**src/rtl/dma_seq_pkg.sv**
```systemverilog
package dma_seq_pkg;

  localparam int CTRL_W    = 9;
  localparam int MAX_BEATS = 16;

  typedef enum logic [2:0] {
    S_IDLE,
    S_SETUP,
    S_READ,
    S_WPREP,
    S_WRITE
  } seq_state_e;

  // Packed so that bit 0 is run and bits 8:7 are the burst group.
  typedef struct packed {
    logic [1:0] burst;
    logic [1:0] dsz;
    logic [1:0] ssz;
    logic       dinc;
    logic       sinc;
    logic       en;
  } ctrl_t;

  function automatic logic [2:0] size_bytes(input logic [1:0] code);
    case (code)
      2'b00:   return 3'd1;
      2'b01:   return 3'd2;
      2'b10:   return 3'd4;
      default: return 3'd0;
    endcase
  endfunction

  function automatic logic [4:0] burst_beats(input logic [1:0] code);
    case (code)
      2'b00:   return 5'd1;
      2'b01:   return 5'd4;
      2'b10:   return 5'd8;
      default: return 5'd16;
    endcase
  endfunction

  function automatic logic size_legal(input logic [1:0] code);
    return code != 2'b11;
  endfunction

endpackage

```
**src/rtl/dma_seq_regs.sv**
```systemverilog
module dma_seq_regs
  import dma_seq_pkg::*;
#(
  parameter int ADDR_W = 32,
  parameter int CNT_W  = 16
) (
  input  logic              clk,
  input  logic              rst,
  input  logic              reg_we,
  input  logic [1:0]        reg_sel,
  input  logic [ADDR_W-1:0] reg_wdata,
  input  logic              seq_done,
  output ctrl_t             ctrl,
  output logic [ADDR_W-1:0] src_base,
  output logic [ADDR_W-1:0] dst_base,
  output logic [CNT_W-1:0]  max_cnt,
  output logic              start,
  output logic              abort,
  output logic              err_flag
);

  ctrl_t wr_ctrl;
  logic  ctrl_wr;
  logic  widths_ok;
  logic  bad_start;

  always_comb begin
    wr_ctrl   = ctrl_t'(reg_wdata[CTRL_W-1:0]);
    ctrl_wr   = reg_we && (reg_sel == 2'd0);
    widths_ok = size_legal(wr_ctrl.ssz) && size_legal(wr_ctrl.dsz);
    start     = ctrl_wr && !ctrl.en && wr_ctrl.en && widths_ok && (max_cnt != '0);
    bad_start = ctrl_wr && !ctrl.en && wr_ctrl.en && !widths_ok;
    abort     = ctrl_wr && ctrl.en && !wr_ctrl.en;
  end

  always_ff @(posedge clk) begin
    if (rst) begin
      ctrl     <= '0;
      err_flag <= 1'b0;
    end else begin
      if (ctrl_wr && !ctrl.en) begin
        ctrl    <= wr_ctrl;
        ctrl.en <= start;
      end else if (abort) begin
        ctrl <= wr_ctrl;
      end else if (seq_done) begin
        ctrl.en <= 1'b0;
      end
      if (bad_start) err_flag <= 1'b1;
    end
  end

  always_ff @(posedge clk) begin
    if (rst) begin
      src_base <= '0;
      dst_base <= '0;
      max_cnt  <= '0;
    end else if (reg_we) begin
      case (reg_sel)
        2'd1:    src_base <= reg_wdata;
        2'd2:    dst_base <= reg_wdata;
        2'd3:    max_cnt  <= reg_wdata[CNT_W-1:0];
        default: ;
      endcase
    end
  end

endmodule

```
**src/rtl/dma_addr_ctr.sv**
```systemverilog
module dma_addr_ctr
  import dma_seq_pkg::*;
#(
  parameter int ADDR_W = 32
) (
  input  logic              clk,
  input  logic              rst,
  input  logic              clr,
  input  logic              load,
  input  logic [ADDR_W-1:0] load_val,
  input  logic              step,
  input  logic              inc_en,
  input  logic [1:0]        size,
  output logic [ADDR_W-1:0] addr
);

  logic [ADDR_W-1:0] stride;

  always_comb stride = ADDR_W'(size_bytes(size));

  always_ff @(posedge clk) begin
    if (rst || clr)              addr <= '0;
    else if (load)               addr <= load_val;
    else if (step && inc_en)     addr <= addr + stride;
  end

endmodule

```
**src/rtl/dma_beat_buf.sv**
```systemverilog
module dma_beat_buf #(
  parameter int DATA_W = 32,
  parameter int DEPTH  = 16,
  localparam int IDX_W = $clog2(DEPTH)
) (
  input  logic              clk,
  input  logic              we,
  input  logic [IDX_W-1:0]  waddr,
  input  logic [DATA_W-1:0] wdata,
  input  logic [IDX_W-1:0]  raddr,
  output logic [DATA_W-1:0] rdata
);

  logic [DATA_W-1:0] mem [DEPTH];

  always_ff @(posedge clk) begin
    if (we) mem[waddr] <= wdata;
    rdata <= mem[raddr];
  end

endmodule

```
**src/rtl/dma_seq_core.sv**
```systemverilog
module dma_seq_core
  import dma_seq_pkg::*;
#(
  parameter int CNT_W = 16,
  parameter int DEPTH = 16,
  localparam int IDX_W = $clog2(DEPTH)
) (
  input  logic             clk,
  input  logic             rst,
  input  logic             start,
  input  logic             abort,
  input  logic [1:0]       burst_code,
  input  logic [CNT_W-1:0] max_cnt,
  input  logic             bus_ready,
  output logic             in_read,
  output logic             in_write,
  output logic             rd_acc,
  output logic             wr_acc,
  output logic             done,
  output logic [1:0]       chunk_code,
  output logic [IDX_W-1:0] buf_waddr,
  output logic [IDX_W-1:0] buf_raddr
);

  seq_state_e       state;
  logic [CNT_W-1:0] cnt;
  logic [IDX_W:0]   blen;
  logic [IDX_W-1:0] ridx;
  logic [IDX_W-1:0] widx;
  logic [1:0]       bcode;
  logic [4:0]       beats;
  logic             full_group;
  logic             last_rd;
  logic             last_wr;

  always_comb begin
    in_read    = (state == S_READ);
    in_write   = (state == S_WRITE);
    rd_acc     = in_read && bus_ready;
    wr_acc     = in_write && bus_ready;
    beats      = burst_beats(burst_code);
    full_group = int'(cnt) >= int'(beats);
    last_rd    = ({1'b0, ridx} == blen - 1'b1);
    last_wr    = ({1'b0, widx} == blen - 1'b1);
    done       = wr_acc && (cnt == CNT_W'(1));
    chunk_code = in_read ? bcode : 2'b00;
    buf_waddr  = ridx;
    // Prefetch the next beat so write data is ready the cycle after acceptance.
    buf_raddr  = wr_acc ? widx + 1'b1 : widx;
  end

  always_ff @(posedge clk) begin
    if (rst || abort) begin
      state <= S_IDLE;
      cnt   <= '0;
      blen  <= '0;
      ridx  <= '0;
      widx  <= '0;
      bcode <= 2'b00;
    end else begin
      case (state)
        S_IDLE: begin
          if (start) begin
            cnt   <= max_cnt;
            state <= S_SETUP;
          end
        end
        S_SETUP: begin
          ridx <= '0;
          widx <= '0;
          if (full_group) begin
            blen  <= (IDX_W+1)'(beats);
            bcode <= burst_code;
          end else begin
            blen  <= (IDX_W+1)'(1);
            bcode <= 2'b00;
          end
          state <= S_READ;
        end
        S_READ: begin
          if (bus_ready) begin
            ridx <= ridx + 1'b1;
            if (last_rd) state <= S_WPREP;
          end
        end
        S_WPREP: state <= S_WRITE;
        S_WRITE: begin
          if (bus_ready) begin
            cnt  <= cnt - 1'b1;
            widx <= widx + 1'b1;
            if (cnt == CNT_W'(1)) state <= S_IDLE;
            else if (last_wr)     state <= S_SETUP;
          end
        end
        default: state <= S_IDLE;
      endcase
    end
  end

endmodule

```
**src/rtl/dma_stream_seq.sv**
```systemverilog
module dma_stream_seq
  import dma_seq_pkg::*;
#(
  parameter int ADDR_W    = 32,
  parameter int DATA_W    = 32,
  parameter int CNT_W     = 16,
  parameter int BUF_DEPTH = MAX_BEATS
) (
  input  logic              clk,
  input  logic              rst,
  input  logic              reg_we,
  input  logic [1:0]        reg_sel,
  input  logic [ADDR_W-1:0] reg_wdata,
  output logic [8:0]        ctrl_q,
  output logic              err_flag,
  output logic [ADDR_W-1:0] cur_src_addr,
  output logic [ADDR_W-1:0] cur_dst_addr,
  output logic              bus_req,
  output logic              bus_write,
  output logic [ADDR_W-1:0] bus_addr,
  output logic [1:0]        bus_size,
  output logic [1:0]        bus_burst,
  output logic [DATA_W-1:0] bus_wdata,
  input  logic              bus_ready,
  input  logic [DATA_W-1:0] bus_rdata
);

  localparam int IDX_W = $clog2(BUF_DEPTH);

  ctrl_t             ctrl;
  logic [ADDR_W-1:0] src_base;
  logic [ADDR_W-1:0] dst_base;
  logic [CNT_W-1:0]  max_cnt;
  logic              start;
  logic              abort;
  logic              done;
  logic              in_read;
  logic              in_write;
  logic              rd_acc;
  logic              wr_acc;
  logic [1:0]        chunk_code;
  logic [IDX_W-1:0]  buf_waddr;
  logic [IDX_W-1:0]  buf_raddr;

  dma_seq_regs #(.ADDR_W(ADDR_W), .CNT_W(CNT_W)) u_regs (
    .clk      (clk),
    .rst      (rst),
    .reg_we   (reg_we),
    .reg_sel  (reg_sel),
    .reg_wdata(reg_wdata),
    .seq_done (done),
    .ctrl     (ctrl),
    .src_base (src_base),
    .dst_base (dst_base),
    .max_cnt  (max_cnt),
    .start    (start),
    .abort    (abort),
    .err_flag (err_flag)
  );

  dma_seq_core #(.CNT_W(CNT_W), .DEPTH(BUF_DEPTH)) u_core (
    .clk       (clk),
    .rst       (rst),
    .start     (start),
    .abort     (abort),
    .burst_code(ctrl.burst),
    .max_cnt   (max_cnt),
    .bus_ready (bus_ready),
    .in_read   (in_read),
    .in_write  (in_write),
    .rd_acc    (rd_acc),
    .wr_acc    (wr_acc),
    .done      (done),
    .chunk_code(chunk_code),
    .buf_waddr (buf_waddr),
    .buf_raddr (buf_raddr)
  );

  dma_addr_ctr #(.ADDR_W(ADDR_W)) u_src_ctr (
    .clk     (clk),
    .rst     (rst),
    .clr     (abort),
    .load    (start),
    .load_val(src_base),
    .step    (rd_acc),
    .inc_en  (ctrl.sinc),
    .size    (ctrl.ssz),
    .addr    (cur_src_addr)
  );

  dma_addr_ctr #(.ADDR_W(ADDR_W)) u_dst_ctr (
    .clk     (clk),
    .rst     (rst),
    .clr     (abort),
    .load    (start),
    .load_val(dst_base),
    .step    (wr_acc),
    .inc_en  (ctrl.dinc),
    .size    (ctrl.dsz),
    .addr    (cur_dst_addr)
  );

  dma_beat_buf #(.DATA_W(DATA_W), .DEPTH(BUF_DEPTH)) u_buf (
    .clk  (clk),
    .we   (rd_acc),
    .waddr(buf_waddr),
    .wdata(bus_rdata),
    .raddr(buf_raddr),
    .rdata(bus_wdata)
  );

  always_comb begin
    ctrl_q    = ctrl;
    bus_req   = in_read || in_write;
    bus_write = in_write;
    bus_addr  = in_write ? cur_dst_addr : cur_src_addr;
    bus_size  = in_write ? ctrl.dsz : ctrl.ssz;
    bus_burst = chunk_code;
  end

endmodule

```
**config.mk**
```make
export PLATFORM = sky130hd
export DESIGN_NAME = dma_stream_seq
export DESIGN_NICKNAME = d
export VERILOG_FILES = /design/src/rtl/dma_seq_pkg.sv /design/src/rtl/dma_seq_regs.sv /design/src/rtl/dma_addr_ctr.sv /design/src/rtl/dma_beat_buf.sv /design/src/rtl/dma_seq_core.sv /design/src/rtl/dma_stream_seq.sv
export SDC_FILE = /design/constraint.sdc
export NUM_CORES = 1
export LEC_CHECK = 0
export BUFFER_PORTS_ARGS = -buffer_cell sky130_fd_sc_hd__buf_4
export CORE_UTILIZATION = 60
export DETAILED_ROUTE_END_ITERATION = 10
export PLACE_DENSITY = 0.79
export SLEW_MARGIN = 20
export SYNTH_ARGS = -nofsm -noshare
export SYNTH_HDL_FRONTEND = slang
export SYNTH_HIERARCHICAL = 1
export SYNTH_SLANG_ARGS = --single-unit
```
**constraint.sdc**
```tcl
create_clock -name clk -period 5.1 [get_ports clk]
set_input_delay 0.255 -clock clk [delete_from_list [all_inputs] [get_ports clk]]
set_output_delay 0.255 -clock clk [all_outputs]
set_load 0.01 [all_outputs]
```
Word-level counts from Yosys, hierarchy flattened
Memory sizes are Yosys's and may differ from the RTL's. A register that Yosys moved wholly into a read port is not among the register bits.
Cells that the tools add are included.
{ "op_classes": {"addsub": 6, "n_lt_le_gt_ge": 1, "n_eq_ne": 23, "mux": 33, "reduce_logical": 39} }
{ "op_table": {"columns": ["op", "n"], "rows": [
  ["$mux W32", 5],
  ["$add A32 B3 Y32", 2],
  ["$mux W16", 2],
  ["$pmux W16 S2", 1],
  ["$mux W3", 6],
  ["$pmux W3 S3", 2],
  ["$eq A16 B1 Y1 const B", 1],
  ["$ge A16 B5 Y1", 1],
  ["$pmux W4 S2", 2],
  ["$reduce_bool A16 Y1", 1],
  ["$sub A16 B1 Y16 const B", 1],
  ["$pmux W3 S5", 1],
  ["$pmux W5 S3", 1],
  ["$logic_and A1 B1 Y1", 14],
  ["$mux W4", 3],
  ["$reduce_bool A2 Y1", 6],
  ["$eq A2 B2 Y1 const B", 5],
  ["$eq A4 B5 Y1", 2],
  ["$ne A2 B2 Y1 const B", 5],
  ["$reduce_and A2 Y1", 5],
  ["$mux W9", 1],
  ["$add A4 B1 Y4 const B", 2],
  ["$eq A2 B1 Y1 const B", 4],
  ["$logic_not A2 Y1", 4],
  ["other kinds (16)", 25]
]} }
{ "word_totals": {"reg_bits": 188, "ramBits": 512, "input_bits": 70, "out_inout_bits": 144, "word_cells": 121, "mem_count": 1} }
{ "mem_list": {"columns": ["name", "words", "width", "rd", "rd_clocked_by_memory_dff", "wr", "line", "source"], "rows": [
  ["u_buf.mem", 16, 32, 1, 1, 1, "dma_beat_buf.sv:14", "logic [DATA_W-1:0] mem [DEPTH];"]
]} }

Longest topological paths before layout
Gate-level depths: netlist (run 1).
{ "depth": {"word_depth": 8, "depth_mapped": 13, "ltp_nobuf": 9} }

Cells and area by module
The synthesis (run 1) kept the hierarchy.
{ "modules_own_cells": {"columns": ["mod", "instances", "cells_each", "area_per_inst_um2", "seq_area_each_um2"], "rows": [
  ["dma_beat_buf", 1, 838, 19835.3, 16015.4],
  ["dma_seq_regs", 1, 408, 3310.7, 1801.7],
  ["dma_seq_core", 1, 280, 2103.3, 660.6],
  ["dma_addr_ctr at u_src_ctr", 1, 241, 1989.4, 640.6],
  ["dma_addr_ctr at u_dst_ctr", 1, 223, 1821.7, 640.6],
  ["dma_stream_seq", 1, 39, 569.3, 0.0]
]} }

Worst setup path before layout (run 1)
Ideal clock, no wire load.
{ "synth_timing": {"path_kind": "reg2reg", "startpoint": "reg u_core.state[2]", "endpoint": "mem u_buf.mem[0][0], enable pin", "setup_ns": 0.461, "arrival_ns": 3.849, "t_required_ns": 4.639, "slack_ns": 0.790, "path_stages_with_launch": 7, "n_path_buf": 2, "period_less_slack_ns": 4.310, "cell_sequence": "dfxtp_1 buf_2 nor2_1 and3_1 clkbuf_1 or3b_2 nor3_1"} }
{ "synth_via": {"elab_chain_len": 4} }
{ "synth_lines": {"columns": ["item", "line", "source"], "rows": [
  ["from (decl)", "dma_seq_core.sv:25", "seq_state_e state;"],
  ["from (signal assigned)", "dma_seq_core.sv:54", "state <= S_IDLE;"],
  ["from (signal assigned)", "dma_seq_core.sv:65", "state <= S_SETUP;"],
  ["from (signal assigned)", "dma_seq_core.sv:78", "state <= S_READ;"],
  ["$eq A3 B2 Y1", "dma_seq_core.sv:37", "in_read = (state == S_READ);"],
  ["$logic_and A1 B1 Y1", "dma_seq_core.sv:39", "rd_acc = in_read && bus_ready;"],
  ["net rd_acc", "dma_stream_seq.sv:39", "logic rd_acc;"],
  ["$mux W1", "dma_beat_buf.sv:17", "if (we) mem[waddr] <= wdata;"],
  ["$mux W1 (implied by the code)", "dma_beat_buf.sv:17", null],
  ["to (decl)", "dma_beat_buf.sv:14", null]
]} }
The timed path passes the listed nets, and every way through them passes these cells.

Final worst setup path (run 1)
{ "layout_timing": {"startpoint": "reg u_core.state[2]", "endpoint": "reg u_buf.rdata[15], read port of u_buf.mem"} }
{ "layout_via": {"elab_chain_len": 3} }
{ "layout_lines": {"columns": ["item", "line", "source"], "rows": [
  ["$eq A3 B3 Y1", "dma_seq_core.sv:38", "in_write = (state == S_WRITE);"],
  ["$logic_and A1 B1 Y1", "dma_seq_core.sv:40", "wr_acc = in_write && bus_ready;"],
  ["net wr_acc", "dma_stream_seq.sv:40", "logic wr_acc;"],
  ["$mux W4", "dma_seq_core.sv:49", "buf_raddr = wr_acc ? widx + 1'b1 : widx;"],
  ["net buf_raddr[1]", "dma_stream_seq.sv:43", "logic [IDX_W-1:0] buf_raddr;"],
  ["to (decl)", "dma_beat_buf.sv:11", "output logic [DATA_W-1:0] rdata"]
]} }
The timed path passes the listed nets, and every way through them passes these cells.
A chain may end at the register's enable or synchronous reset.

==> results of run 1 <==
-- metal layers --
layer	routed length [um]	track usage [%]	vias up	part of all wire, %
met3	6510	5.19	171	8.6
met5	0	0	-	0
met1	28100	38.6	9482	37
met2	38200	52.1	1089	51
met4	2580	10.8	0	3.4
li1	-	-	8329	-
-- registers in the layout, indices dropped and copies added, names as in the netlist, 9 cells and up --
signal and cells:
u_regs/src_base 32, u_buf/mem 512, u_core/cnt 16, u_regs/dst_base 32, u_buf/rdata 32, u_dst_ctr/addr 32
u_regs/max_cnt 16, u_regs/ctrl 9, u_src_ctr/addr 32
-- placed cells by master, fill, tap and decap left out, types with 20 or more instances in the layout --
| master | count |
|---|---|
| clkbuf_1 | 20 |
| dlygate4sd3_1 | 65 |
| nand2_1 | 257 |
| a22oi_1 | 65 |
| o21ai_0 | 67 |
| mux2_4 | 29 |
| xor2_1 | 35 |
| nor2_1 | 61 |
| a21oi_1 | 171 |
| edfxtp_1 | 512 |
| mux4_2 | 128 |
| buf_4 | 242 |
| xnor2_1 | 28 |
| nand4_1 | 25 |
| nor3_1 | 22 |
| nand3_1 | 53 |
| dfxtp_1 | 219 |
| clkbuf_16 | 75 |
-- worst paths after layout --
path / endpoint / slack [ps]
worst min register to register: u_regs/dst_base[11] / 450
worst max-delay path: u_buf/rdata[15] / 1230
worst min-delay path: u_regs/ctrl[4] / 60
worst max register to register: u_buf/rdata[15] / 1230
-- worst max-delay path, cell delays in order, from the launching register on --
cell and delay, ps:
dfxtp_1 490, or3b_2 690, inv_2 110, nand2_1 270
inv_1 310, nand2_1 160, nand2_4 540, buf_4 420
mux4_2 380, a22oi_1 260, nand2_1 110
-- logic make-up (layout without fill, tap and decap cells) --
logic type	Yosys count	after routing	share of synthesized area (%)
flops	731	731	66.7
simple gates	556	556	9.35
buf+inv	128	461	2.42
fa+ha+maj	17	17	0.769
xor+xnor	64	64	1.89
compound gates	362	362	7.18
mux	171	171	11.7
-- power by group --
part           internal, mW  total (mW)  switching [mW]
combinational         0.152       0.362           0.210
sequential             6.37        6.41          0.0402
clock                  3.04        5.28            2.24
total                  9.57        12.1            2.49
-- per-stage QoR --
| stage | worst slack (ps) | power, mW | instance area (um^2) | instances | hold slack, ps |
|---|---|---|---|---|---|
| global placement | 1530 | 6.84 | 31900 | 2829 | 440 |
| CTS | 1250 | 12.1 | 34900 | 3025 | 24.1 |
| floorplan | 790 | 6.68 | 29600 | 2029 | 354 |
| detailed placement | 1280 | 6.85 | 31900 | 2829 | 443 |
| finish | 1230 | 12.1 | 34900 | 3026 | 56.4 |
| global route | 1030 | 12.4 | 34900 | 3026 | 64.8 |
-- layout make-up --
cell class | instances | share of cell area (%)
Sequential cell | 731 | 56.6
Multi-Input combinational cell | 1170 | 26.6
Timing Repair Buffer | 315 | 7.50
Clock buffer | 103 | 5.90
Tap cell | 664 | 2.38
Clock inverter | 28 | 0.849
Inverter | 15 | 0.161
-- repair_timing --
item	4_1_cts	5_1_grt
hold buffers	65	0
gates resized for setup	0	0
hold endpoints to repair	600	0
==> run summary, run 1 <==
CP Launch Point -> u_core/state[2]
Via density -> 6.30
number of buffers added on ports -> 213
Pre-antenna DRT Iters -> 6
fraction of layout cells with a size suffix above 1 -> 24.7%
Post-synth EDFFs -> 512
post-synth top area cell -> edfxtp_1
final net count -> 2393
Final Util -> 71.5%
CP required -> 5590 ps
WL final -> 75.4 mm
drc violations -> 0
yosys warns -> 6
Hold Crit Class -> in -> reg
WL/cell -> 24.9 um
Syn Nets -> 2116
die extent in x -> 224 um
clock root buffer master -> clkbuf_16
global route total overflow -> 0
Pwr Density -> 345 nW/um^2
critical path peak fanout -> 42
initial antenna violation count -> 0
syn avg cell area -> 14.6 um^2
initial drt markers -> 1805
CP Class -> reg -> reg
RSZ-0062 raised after global routing -> false
Cell Rows -> 81
Worst-path clk slew -> 60 ps
Die Y-Extent -> 224 um
VDD IR-drop max -> 0.241 mV
multi-input combinational cell area -> 9310 um^2
reg2reg start -> u_core/state[2]
Worst-Margin Slew -> 1080 ps
Achievable Freq -> 258 MHz
Hold Violations, Final -> 0
Skew-Pair Late Insertion Delay -> 620 ps
commonest cells in the synthesized netlist -> 512 x edfxtp_1, 258 x nand2_1, 219 x dfxtp_1
HP Start -> reg_sel[1]
top_reg_cell synth -> edfxtp_1
Synth Instances -> 2029
Setup Skew -> 39.4 ps
Seq/Total Area, Yosys -> 66.7%
crit path capture type -> register
hold depth -> 4
antenna viol nets, final -> 0
Worst setup SP type -> register
GP Congestion -> 0.889
fin crit share -> 75.9%
Post-Syn Area -> 29600 um^2
TritonCTS Buffers -> 73
CP arrival -> 4360 ps
Initial Util -> 60.7%
Synth top area share -> 51.9%
outcome -> finished clean
postcts setup bufs -> 0
post-synth cell types -> 87
Pins Over Slew Limit -> 0
# H-tree levels -> 3
Core Area -> 48800 um^2
CTS tree -> done
FF+latch count, synth -> 731
largest net degree at the start of global routing -> 81
CTS Sinks -> 731
Synth area leaders -> edfxtp_1 52%, dfxtp_1 15%, mux4_2 9.7%
Via Count -> 19100
Fillers -> 3020
Seq. cell area -> 19800 um^2
vias in the first global route -> 18900
Max clock buf depth -> 3
final setup vio count -> 0
Worst slew margin -> 28.1%
max-cap violations -> 0
DP Wirelength -> 43.0 mm
total negative slack -> 0 ps
fin crit period -> 3870 ps
R2R depth -> 10
die area -> 50300 um^2
# diodes -> 0
most common cell in the netlist -> edfxtp_1
Post-synth ARST share -> 0%
first-pass GRT wire length -> 113 mm
static leakage -> 11.8 nW
area delta synth->final -> 17.9%
Total GRT Usage -> 30.2%
I/O pins -> 214
Power figures use the tool's default switching activity.
==> run 2: changes to the inputs <==
--- a/config.mk
+++ b/config.mk
@@ -6,9 +6,9 @@
 export NUM_CORES = 1
 export LEC_CHECK = 0
 export BUFFER_PORTS_ARGS = -buffer_cell sky130_fd_sc_hd__buf_4
-export CORE_UTILIZATION = 60
+export CORE_UTILIZATION = 54
 export DETAILED_ROUTE_END_ITERATION = 10
-export PLACE_DENSITY = 0.79
+export PLACE_DENSITY = 0.75
 export SLEW_MARGIN = 20
 export SYNTH_ARGS = -nofsm -noshare
 export SYNTH_HDL_FRONTEND = slang
==> constraint.sdc (replaced) <==
create_clock -name clk -period 3.4 [get_ports clk]
set_input_delay 0.17 -clock clk [delete_from_list [all_inputs] [get_ports clk]]
set_output_delay 0.17 -clock clk [all_outputs]
set_load 0.01 [all_outputs]
==> run 2 against run 1 <==
  * Non-clock buffer count increased by 25
  * Critical path type unchanged
  * Count of clock-buffer cells in the layout down 5
  * Register-to-register slack worse by 1000 ps
  * Wire length fell by 2.0%
  * Sequential cell count unchanged
  * Clock power grew 49%
  * Critical path depth up 1
  * Combinational power grew 51%
  * Cell count increased by 1.9%
==> run summary, run 2 (synthesized netlist as in run 1, its figures left out) <==
die extent in x -> 236 um (+5.4%)
max reg flops -> 512 (unchanged)
Pre-antenna DRT Iters -> 5 (-1)
vias in the first global route -> 19100 (+1.1%)
largest net degree at the start of global routing -> 56 (-31%)
Via density -> 6.13 (-2.8%)
CP Class -> reg -> reg
die area -> 55800 um^2 (+11%)
area delta synth->final -> 19.0%
max-cap violations -> 0 (unchanged)
GP Congestion -> 0.891 (+0.24%)
postcts setup bufs -> 0 (unchanged)
commonest cells after routing, fill and taps aside -> 512 x edfxtp_1, 258 x buf_4, 257 x nand2_1
initial drt markers -> 1819 (+0.78%)
crit path capture type -> register
GR peak layer -> met2
Hold Crit Class -> in -> reg
# H-tree levels -> 3 (unchanged)
Core Area -> 54000 um^2 (+11%)
fin crit period -> 3170 ps (-699 ps)
fin crit share -> 93.3% (+17 points)
global route total overflow -> 0 (unchanged)
# diodes -> 0 (unchanged)
Max clock buf depth -> 3 (unchanged)
outcome -> finished clean
Pwr Density -> 511 nW/um^2 (+48%)
Setup Skew -> 24.3 ps (-15.0 ps)
final net count -> 2418 (+1.0%)
critical path peak fanout -> 44 (+4.8%)
final setup vio count -> 0 (unchanged)
CTS Sinks -> 731 (unchanged)
Largest Register -> u_buf/mem
antenna viol nets, final -> 0 (unchanged)
initial antenna violation count -> 0 (unchanged)
Worst-path clk slew -> 60 ps (about the same)
CP required -> 3890 ps (-1700 ps)
Worst setup SP type -> register
hold slack final -> 56.2 ps (-0.193 ps)
met1 GRT Util -> 34.5% (-4.1 points)
DP Wirelength -> 43.9 mm (+2.2%)
Cell Rows -> 85 (+4.9%)
Skew-Pair Late Insertion Delay -> 630 ps (about the same)
TritonCTS Buffers -> 73 (unchanged)
drc violations -> 0 (unchanged)
Initial Util -> 54.8% (-5.8 points)
commonest non-fill, non-tap cell in the layout -> edfxtp_1
CP arrival -> 3660 ps (-700 ps)
WL/cell -> 24.0 um (-3.8%)
first-pass GRT wire length -> 112 mm (-0.49%)
Worst slew margin -> 21.4% (-6.7 points)
CTS tree -> done
Achievable Freq -> 315 MHz (+22%)
Die Y-Extent -> 236 um (+5.4%)
WL final -> 73.9 mm (-2.0%)
fraction of layout cells with a size suffix above 1 -> 25.5% (+0.75 points)
met2 Resource Use GR -> 45.3% (-6.8 points)
I/O pins -> 214 (unchanged)
Hold Violations, Final -> 0 (unchanged)
Total GRT Usage -> 26.4% (-3.7 points)
non-filler cells, final -> 3083 (+1.9%)
clock root buffer master -> clkbuf_16
Worst-Margin Slew -> 1180 ps (+98.2 ps)
number of buffers added on ports -> 213 (unchanged)
DP Cell Count -> 2885 (+2.0%)
Pins Over Slew Limit -> 0 (unchanged)
RSZ-0062 raised after global routing -> false
Via Count -> 18900 (-0.98%)
static leakage -> 11.9 nW (+1.1%)
met3 Usage GRT -> 4.10% (-1.1 points)
VDD IR-drop max -> 0.360 mV (+49%)
-- run 2: cell type report --
| type | instances | area (um^2) |
|---|---|---|
| Sequential cell | 731 | 19800 |
| Inverter | 15 | 56.3 |
| Fill cell | 3678 | 18800 |
| Clock buffer | 98 | 2020 |
| Timing Repair Buffer | 340 | 2910 |
| Multi-Input combinational cell | 1170 | 9330 |
| Tap cell | 696 | 871 |
| Clock inverter | 33 | 312 |
-- run 2: metal layers --
layer | vias to the layer above | wire [um]
li1 | 8382 | -
met1 | 9469 | 29100
met2 | 906 | 37300
met3 | 127 | 5510
met4 | 0 | 1920
met5 | - | 0
-- run 2: final timing paths --
path                            start             endpoint  slack [ps]  cells after the start
setup reg to reg      u_core/state[1]      u_buf/rdata[11]         230                     11
hold / removal                    rst      u_regs/err_flag          60                      2
hold reg to reg   u_regs/dst_base[15]  u_regs/dst_base[15]         450                      2
setup / recovery      u_core/state[1]      u_buf/rdata[11]         230                     11
-- run 2: where the power goes --
part           internal [mW]  total (mW)  switching [mW]
Sequential              9.56        9.62          0.0617
Clock                   4.51        7.85            3.34
Combinational          0.230       0.548           0.318
Total                   14.3        18.0            3.72
-- run 2: stage by stage --
stage	power [mW]	area [um^2]	setup WS (ps)	TNS [ps]	util, %
global route	18.5	35300	4.46	0	65.3
floorplan	10.0	29600	-38.1	-3660	-
finish	18.0	35300	229	0	65.3
detailed placement	10.3	32200	241	0	59.7
CTS	18.1	35200	214	0	65.2
global placement	10.3	32200	348	0	59.7
-- run 2: worst max-delay path, cell delays in order (launching register included) --
cell and delay, ps:
dfxtp_1 420, or3b_2 530, inv_2 70, nand2_1 150, buf_4 210, inv_1 190
nand2_1 140, nand2_4 300, buf_16 300, mux4_2 360, a22oi_1 260, nand2_1 90
-- run 2: repair_timing --
action                                 in CTS  in global routing
endpoints found under the hold margin     603                  0
resized for setup                           0                  2
setup endpoints to repair                   0                  1
hold buffers                               67                  0
